File: config.mk
export PLATFORM = sky130hd
export DESIGN_NAME = i2c_addr_match
export DESIGN_NICKNAME = d
export VERILOG_FILES = /design/src/rtl/i2c_am_pkg.sv /design/src/rtl/i2c_am_sync.sv /design/src/rtl/i2c_am_evt.sv /design/src/rtl/i2c_am_ctrl.sv /design/src/rtl/i2c_addr_match.sv
export SDC_FILE = /design/constraint.sdc
export NUM_CORES = 1
export LEC_CHECK = 0
export BUFFER_PORTS_ARGS = -buffer_cell sky130_fd_sc_hd__buf_2
export CORE_AREA = 5 5 55 57
export DETAILED_ROUTE_END_ITERATION = 7
export DIE_AREA = 0 0 60 62
export SLEW_MARGIN = 20
export SYNTH_ARGS = -nofsm -noshare
export SYNTH_HDL_FRONTEND = slang
export SYNTH_SLANG_ARGS = --single-unit
File: constraint.sdc
create_clock -name clk -period 0.9 [get_ports clk]
set_input_delay 0.045 -clock clk [delete_from_list [all_inputs] [get_ports clk]]
set_output_delay 0.045 -clock clk [all_outputs]
set_load 0.01 [all_outputs]
File: src/rtl/i2c_am_pkg.sv
package i2c_am_pkg;

  typedef enum logic [2:0] {
    ST_IDLE  = 3'd0,
    ST_ADDR1 = 3'd1,
    ST_ACK1  = 3'd2,
    ST_ADDR2 = 3'd3,
    ST_ACK2  = 3'd4,
    ST_HIT   = 3'd5,
    ST_SKIP  = 3'd6
  } am_state_t;

  localparam logic [4:0] EXT_PREFIX = 5'b11110;
  localparam int unsigned BYTE_BITS = 8;

endpackage

File: src/rtl/i2c_am_sync.sv
module i2c_am_sync #(
  parameter int unsigned STAGES = 2,
  parameter int unsigned W      = 2
) (
  input  logic         clk,
  input  logic         rst_n,
  input  logic [W-1:0] d,
  output logic [W-1:0] q
);

  logic [W-1:0] stg_q [STAGES];

  genvar gi;
  generate
    for (gi = 0; gi < STAGES; gi++) begin : g_stage
      always_ff @(posedge clk or negedge rst_n) begin
        if (!rst_n) begin
          stg_q[gi] <= '1;
        end else begin
          if (gi == 0) stg_q[gi] <= d;
          else         stg_q[gi] <= stg_q[(gi == 0) ? 0 : gi-1];
        end
      end
    end
  endgenerate

  assign q = stg_q[STAGES-1];

endmodule

File: src/rtl/i2c_am_evt.sv
module i2c_am_evt (
  input  logic clk,
  input  logic rst_n,
  input  logic scl_s,
  input  logic sda_s,
  output logic rise_ev,
  output logic fall_ev,
  output logic start_ev,
  output logic stop_ev
);

  logic scl_q, sda_q;

  always_ff @(posedge clk or negedge rst_n) begin
    if (!rst_n) begin
      scl_q <= 1'b1;
      sda_q <= 1'b1;
    end else begin
      scl_q <= scl_s;
      sda_q <= sda_s;
    end
  end

  always_comb begin
    rise_ev  =  scl_s & ~scl_q;
    fall_ev  = ~scl_s &  scl_q;
    start_ev =  scl_s &  scl_q &  sda_q & ~sda_s;
    stop_ev  =  scl_s &  scl_q & ~sda_q &  sda_s;
  end

endmodule

File: src/rtl/i2c_am_ctrl.sv
module i2c_am_ctrl
  import i2c_am_pkg::*;
#(
  parameter bit         TEN_BIT = 1'b0,
  parameter logic [6:0] OWN7    = 7'h3A,
  parameter logic [9:0] OWN10   = 10'h2C5
) (
  input  logic clk,
  input  logic rst_n,
  input  logic sda_s,
  input  logic rise_ev,
  input  logic fall_ev,
  input  logic start_ev,
  input  logic stop_ev,
  output logic sda_oe,
  output logic match,
  output logic match_rd
);

  localparam int unsigned CW = $clog2(BYTE_BITS + 1);
  localparam logic [CW-1:0] FULL = CW'(BYTE_BITS);
  localparam logic [6:0] PREFIX_HI = {EXT_PREFIX, OWN10[9:8]};

  am_state_t     state_q, state_d;
  logic [CW-1:0] cnt_q, cnt_d;
  logic [7:0]    sh_q, sh_d;
  logic          rw_q, rw_d;
  logic          match_q, match_d;
  logic          first_hit;

  always_comb begin
    if (TEN_BIT) first_hit = (sh_q[7:1] == PREFIX_HI);
    else         first_hit = (sh_q[7:1] == OWN7);
  end

  always_comb begin
    state_d = state_q;
    cnt_d   = cnt_q;
    sh_d    = sh_q;
    rw_d    = rw_q;
    match_d = match_q;
    if (stop_ev) begin
      state_d = ST_IDLE;
      match_d = 1'b0;
    end else if (start_ev) begin
      state_d = ST_ADDR1;
      cnt_d   = '0;
      sh_d    = '0;
      match_d = 1'b0;
    end else begin
      case (state_q)
        ST_ADDR1, ST_ADDR2: begin
          if (rise_ev && cnt_q < FULL) begin
            sh_d  = {sh_q[6:0], sda_s};
            cnt_d = cnt_q + 1'b1;
          end else if (fall_ev && cnt_q == FULL) begin
            if (state_q == ST_ADDR1) begin
              rw_d    = sh_q[0];
              state_d = first_hit ? ST_ACK1 : ST_SKIP;
            end else begin
              state_d = (sh_q == OWN10[7:0]) ? ST_ACK2 : ST_SKIP;
            end
          end
        end
        ST_ACK1: begin
          if (fall_ev) begin
            if (TEN_BIT) begin
              state_d = ST_ADDR2;
              cnt_d   = '0;
              sh_d    = '0;
            end else begin
              state_d = ST_HIT;
              match_d = 1'b1;
            end
          end
        end
        ST_ACK2: begin
          if (fall_ev) begin
            state_d = ST_HIT;
            match_d = 1'b1;
          end
        end
        default: ;
      endcase
    end
  end

  always_ff @(posedge clk or negedge rst_n) begin
    if (!rst_n) begin
      state_q <= ST_IDLE;
      cnt_q   <= '0;
      sh_q    <= '0;
      rw_q    <= 1'b0;
      match_q <= 1'b0;
    end else begin
      state_q <= state_d;
      cnt_q   <= cnt_d;
      sh_q    <= sh_d;
      rw_q    <= rw_d;
      match_q <= match_d;
    end
  end

  assign sda_oe   = (state_q == ST_ACK1) || (state_q == ST_ACK2);
  assign match    = match_q;
  assign match_rd = rw_q;

  AST_OE_ON_FALL: assert property (@(posedge clk) disable iff (!rst_n)
    !$stable(sda_oe) |-> $past(fall_ev || start_ev || stop_ev));
  AST_MATCH_AFTER_ACK: assert property (@(posedge clk) disable iff (!rst_n)
    $rose(match) |-> $past(sda_oe));
  AST_STOP_CLEARS: assert property (@(posedge clk) disable iff (!rst_n)
    stop_ev |=> !match);
  AST_DIR_STABLE: assert property (@(posedge clk) disable iff (!rst_n)
    (match && $past(match)) |-> $stable(match_rd));
  AST_NO_ACK_AFTER_HIT: assert property (@(posedge clk) disable iff (!rst_n)
    (match && !start_ev && !stop_ev) |=> !sda_oe);
  AST_CNT_RANGE: assert property (@(posedge clk) disable iff (!rst_n)
    cnt_q <= FULL);

endmodule

File: src/rtl/i2c_addr_match.sv
module i2c_addr_match #(
  parameter int unsigned SYNC_STAGES = 2,
  parameter bit          ADDR_10B    = 1'b0,
  parameter logic [6:0]  OWN_ADDR7   = 7'h3A,
  parameter logic [9:0]  OWN_ADDR10  = 10'h2C5
) (
  input  logic clk,
  input  logic rst_n,
  input  logic scl_in,
  input  logic sda_in,
  output logic sda_oe,
  output logic match,
  output logic match_rd
);

  logic rst_meta, rst_sync;
  logic scl_s, sda_s;
  logic rise_ev, fall_ev, start_ev, stop_ev;

  always_ff @(posedge clk or negedge rst_n) begin
    if (!rst_n) begin
      rst_meta <= 1'b0;
      rst_sync <= 1'b0;
    end else begin
      rst_meta <= 1'b1;
      rst_sync <= rst_meta;
    end
  end

  i2c_am_sync #(.STAGES(SYNC_STAGES), .W(2)) u_sync (
    .clk   (clk),
    .rst_n (rst_sync),
    .d     ({scl_in, sda_in}),
    .q     ({scl_s, sda_s})
  );

  i2c_am_evt u_evt (
    .clk      (clk),
    .rst_n    (rst_sync),
    .scl_s    (scl_s),
    .sda_s    (sda_s),
    .rise_ev  (rise_ev),
    .fall_ev  (fall_ev),
    .start_ev (start_ev),
    .stop_ev  (stop_ev)
  );

  i2c_am_ctrl #(.TEN_BIT(ADDR_10B), .OWN7(OWN_ADDR7), .OWN10(OWN_ADDR10)) u_ctrl (
    .clk      (clk),
    .rst_n    (rst_sync),
    .sda_s    (sda_s),
    .rise_ev  (rise_ev),
    .fall_ev  (fall_ev),
    .start_ev (start_ev),
    .stop_ev  (stop_ev),
    .sda_oe   (sda_oe),
    .match    (match),
    .match_rd (match_rd)
  );

endmodule

Yosys cells after proc, flatten, opt, wreduce, memory -nomap -nowiden
Index checks and enable logic that the tools add are counted.
- bits of input ports: 4
- register bits: 25
- bitwise logic cells: 14
- equality and inequality tests: 10
- reductions and logical operators: 14
- add/sub/neg operators: 1
- $lt $le $gt $ge: 1
- multiplexer cells: 19
- operators by type and width (operator ; number):
    8-bit two-way mux ; 3
    3-bit two-way mux ; 7
    4-bit two-way mux ; 3
    8-bit equality test, second input constant ; 1
    1-bit bitwise AND ; 7
    7-bit by 6-bit equality test with 1-bit output, second input constant ; 1
    1-bit inverter ; 7
    3-bit by 2-bit equality test with 1-bit output, second input constant ; 2
    3-bit one-hot mux with 2 select lines ; 1
    6-bit AND reduction ; 1
    3-bit nonzero test ; 2
    4-bit by 1-bit adder with 4-bit output, second input constant ; 1
    4-bit equality test, second input constant ; 1
    4-bit < comparator, second input constant ; 1
    1-bit two-way mux ; 4
    4-bit by 1-bit != test with 1-bit output, second input constant ; 1
    4-bit by 3-bit != test with 1-bit output, second input constant ; 1
    4-bit != test, second input constant ; 1
    4-bit AND reduction ; 1
    2-bit nonzero test ; 2
    4-bit nonzero test ; 1
    2-bit OR reduction ; 2
    3-bit by 1-bit equality test with 1-bit output, second input constant ; 1
    3-bit equality test, second input constant ; 1
    5 further kinds ; 6

Longest topological paths before layout
- depth in word-level cells: 8
- mapped depth: 5
- mapped depth without buffers: 5

Modules after synthesis
From an unflattened synthesis, not the netlist that was laid out.
- cells, all modules: 86
- area, all modules: 1113.6 um2
- modules (own cells, without submodules) (module ; area each (um2) ; instances ; cells each):
    i2c_am_ctrl ; 854.6 ; 1 ; 71
    i2c_am_sync ; 120.1 ; 1 ; 6
    i2c_am_evt ; 85.1 ; 1 ; 6
    i2c_addr_match ; 53.8 ; 1 ; 3

Worst setup path after synthesis
No wires, ideal clock.
- kind: register to register
- start point: reg u_evt.scl_q
- end point: reg u_ctrl.rw_q (netlist: u_ctrl.match_rd)
- library setup time: 0.125 ns
- cell stages (with the launch flop): 5
- data arrival time: 1.353 ns
- setup slack: -0.578 ns
- path buffers: 0
- data required time: 0.775 ns
- period minus slack after synthesis: 1.478 ns
- cells stage by stage: dfstp_2 -> nor4bb_1 -> nand3_1 -> nor2_1 -> mux2_2
- cells in the longest elaborated chain, start to end: 5
- elaborated cells on any way between the ends: 14
- classes of those cells: bitwise: 11; reduce/logical: 3
- ends and longest elaborated chain (what ; line ; text):
    start: declaration ; i2c_am_evt.sv:12 ; logic scl_q, sda_q;
    start signal: assignment ; i2c_am_evt.sv:19 ; scl_q <= scl_s;
    1-bit bitwise AND / 1-bit inverter (equally long branches) ; i2c_am_evt.sv:27, i2c_am_evt.sv:28, i2c_am_evt.sv:25 ;
    1-bit bitwise AND (on tied branches) ; i2c_am_evt.sv:28, i2c_am_evt.sv:25, i2c_am_evt.sv:27 ;
    1-bit bitwise AND (tied with other cells) ; i2c_am_evt.sv:28 ; stop_ev = scl_s & scl_q & ~sda_q & sda_s;
    1-bit inverter (no source line) ; -- ;
    6-bit AND reduction (no source line) * ; -- ;
    end signal: assignment ; i2c_am_ctrl.sv:99 ; rw_q <= rw_d;
    end: declaration ; i2c_am_ctrl.sv:27 ; logic rw_q, rw_d;
Mark *: on every way between the ends. The rest lies on a longest branch, timed or not.
A chain may end at the register's enable or synchronous reset.

Worst setup path in the final report
- start point: reg u_evt.scl_q
- end point: reg u_ctrl.state_q[2]
- cells in the longest elaborated chain, start to end: 5
- elaborated cells on any way between the ends: 17
- classes of those cells: eq/ne: 3; mux: 2; bitwise: 8; reduce/logical: 4
- ends and longest elaborated chain (what ; line ; text):
    1-bit bitwise AND / 1-bit inverter (equally long branches) ; i2c_am_evt.sv:27, i2c_am_evt.sv:28, i2c_am_evt.sv:25 ;
    1-bit bitwise AND (on tied branches) ; i2c_am_evt.sv:27, i2c_am_evt.sv:25, i2c_am_evt.sv:28 ;
    1-bit bitwise AND (tied with other cells) ; i2c_am_evt.sv:27 ; start_ev = scl_s & scl_q & sda_q & ~sda_s;
    4-bit != test (no source line) (tied with other cells) ; -- ;
    4-bit AND reduction (no source line) / 3-bit two-way mux (equally long branches) ; -- ;
    end signal: assignment ; i2c_am_ctrl.sv:96 ; state_q <= state_d;
    end: declaration ; i2c_am_ctrl.sv:24 ; am_state_t state_q, state_d;
Parallel ways exist; a longest one is shown, timed or not.

==> results.yml <==
detailed_routing:
  vias: 782
  drc: 0
  drt_iter0_drc: 16
  final_antenna_net_count: 0
  dr.pass1.iters: 4
  viasPerCell: 5.08
  wl_mm: 2.16
  wl_per_cell_um: 14.0
global_route:
  groute.usage.overall: 0.137
  grt_pass1_vias: 845
  grt_pass1_wl_mm: 3.65
  antenna_found_initial: 0
  grt_max_degree: 17
  gr-total-overflow: 0
floorplanning:
  die_h_um: 62
  rows: 18
  die_area_um2: 3720
  core_area_um2: 2430
  die_w_um: 60
  initial_core_util: 0.428
  io_pins: 7
final_layout:
  num-fill-cells: 184
  fin_area_um2: 1500
  drive_above_1_share: 0.492
  layout_commonest_cell: "buf_4"
  instances_no_fill: 154
  final_nets: 131
  layout_common_cells: "buf_4 (27), dfrtp_1 (19), a22o_1 (9)"
  antenna_cells: 0
  area_growth_syn_to_layout_pct: 43.8
cts:
  cts_buffers: 3
  cts_num_sinks: 25
  ctsHtreeMaxLevel: 1
  path_clk_slew_ns: 0.13
  tritoncts: "built"
  clk_path_buf_depth: 2
  cts_root_buffer: "clkbuf_4"
  insertion_delay_ns: 0.31
worst_setup_path:
  worst_path_largest_cell_delay_ns: 0.57
  startpoint: "u_evt.scl_q"
  crit_type: "register to register"
  end_kind: "register"
  cp_data_arrival_time_ns: 1.68
  r2r-start: "u_evt.scl_q"
  crit_chain: "nand2b_1 > or3_4 > and2_1 > o22a_1"
  cp.required_ns: 1.11
  critPathMaxFanout: 4
  worst_path_max_delay_cell: "dfstp_2"
  critical_path.startpoint_type: "register"
yosys:
  synthCells: 82
  seq_area_frac_synth: 0.607
  ys_warn_count: 0
  syn_avg_cell_area_um2: 12.7
  synth_cell_types: 28
  syn_area_um2: 1040
  ys_ff_latch: 25
  syn_nets: 88
timing:
  skew_ns: 0.000968
  period_share: 1.64
  hold_slack_ns: 0.0272
  fmax_ghz: 0.678
  fin_ws_ns: -0.574
  period_minus_slack_ns: 1.47
  rsz0062_at_grt: "true"
  slew_violations: 0
  hold_violations: 0
  setup-violations-final: 19
power_and_ir_drop:
  powerDensity_nw_per_um2: 2660
  p_total_uw: 3980
  p_leak_uw: 0.000704
  irDropWorstVdd_v: 0.00152
placement:
  io_buffers: 6
  dp.cells: 143
  place_area_um2: 1330
  place_congestion: 0.752
  dpl.hpwl_mm: 1.54
  pre_cts_slack_ns: -0.568
run_status:
  status: "finished with violations"
  violations: "setup timing"
hold_path:
  hp-class: "input port to asynchronous set/reset pin"
flow_run:
  maxCapViolations: 0
[worst paths after layout]
kind                                     end  slack, ns  cells after the start
min in group clk                 u_sync.q[0]       0.36                      0
max reg2reg                u_ctrl.state_q[2]      -0.57                      4
max                        u_ctrl.state_q[2]      -0.57                      4
min reg2reg                  u_ctrl.cnt_q[0]       0.17                      1
min                                 rst_sync       0.03                      2
max in group asynchronous        u_evt.scl_q       0.43                      1
[Yosys cell counts]
master    number  area share
nand2_1        4       0.014
dfstp_2        6        0.15
a21oi_1        3       0.014
nor4bb_1       2       0.019
and4_1         1      0.0084
nand2b_1       1      0.0060
a31o_1         1      0.0084
o22a_1         1      0.0084
mux2_1         1       0.011
o311ai_0       1      0.0084
and3_1         2       0.012
inv_1          2      0.0072
a21oi_4        1       0.016
conb_1         1      0.0036
ha_1           2       0.024
or3_4          1       0.011
xnor2_1        4       0.034
nand3_1        4       0.019
and4bb_2       1       0.012
nor2b_1        1      0.0060
o211ai_1       1      0.0072
and2_1         1      0.0060
nor2_1         7       0.025
nor3_1         2      0.0096
buf_2          1      0.0048
dfrtp_1       19        0.46
a22o_1         9       0.076
mux2_2         2       0.022
[layout make-up]
class / count / area (µm²) / share of cell area
clock buffer: 4 / 26.3 / 0.0175
inverter: 2 / 7.51 / 0.00501
multi-input combinational: 54 / 483 / 0.322
sequential: 25 / 633 / 0.422
tap: 30 / 37.5 / 0.0250
timing repair buffer: 39 / 312 / 0.208
[sequential cells by signal, indices dropped and copies added, names as in the netlist]
register and cells:
rst_sync 1, rst_meta 1, u_ctrl.match_rd 1, u_ctrl.match 1
u_evt.scl_q 1, u_ctrl.state_q 3, u_sync.stg_q 2, u_ctrl.cnt_q 4
u_ctrl.sh_q 8, u_evt.sda_q 1, u_sync.q 2
[worst max-delay path, delay by kind of cell, from the launching register on]
family | cells | cell delay [ns]
flip-flops | 1 | 0.57
AND/OR/NAND/NOR | 3 | 0.63
AO/OA/AOI/OAI | 1 | 0.16
[metrics by stage]
stage | setup TNS (ns) | util
6_report | -8.62 | 0.616
3_5_place_dp | -7.45 | 0.548
4_1_cts | -8.66 | 0.599
3_3_place_gp | -7.17 | 0.548
5_1_grt | -9.85 | 0.616
2_1_floorplan | -5.50 | -
[power by group]
part	switching [µW]	leakage, µW	internal [µW]
sequential	235	0.000307	1470
clock	314	0.0000150	173
combinational	699	0.000382	1090
total	1250	0.000704	2740
[routing by layer]
metal | wire [µm] | up-vias | GRT usage | part of all wire
li1 | - | 377 | - | -
met1 | 920 | 390 | 0.157 | 0.43
met2 | 1150 | 10 | 0.241 | 0.53
met3 | 51 | 5 | 0.0207 | 0.024
met4 | 44 | 0 | 0.0823 | 0.020
met5 | 0 | - | 0 | 0
[logic make-up (layout without fill, tap and decap cells)]
family          after synthesis  after routing  synth area share
compound gates               17             17             0.138
xor+xnor                      4              4            0.0336
fa+ha+maj                     2              2            0.0240
buf+inv                       3             45            0.0120
flops                        25             25             0.607
mux                           3              3            0.0324
other cells                   1              1           0.00360
simple gates                 27             27             0.149
[timing repair]
| action | in CTS | in global routing |
|---|---|---|
| setup endpoints to repair | 19 | 20 |
| hold endpoints to repair | 4 | 0 |
| pin swaps | 2 | 5 |
| setup buffers | 3 | 1 |
| resized for setup | 5 | 8 |
| hold buffers | 3 | 0 |
(Power assumes the default switching activity.)
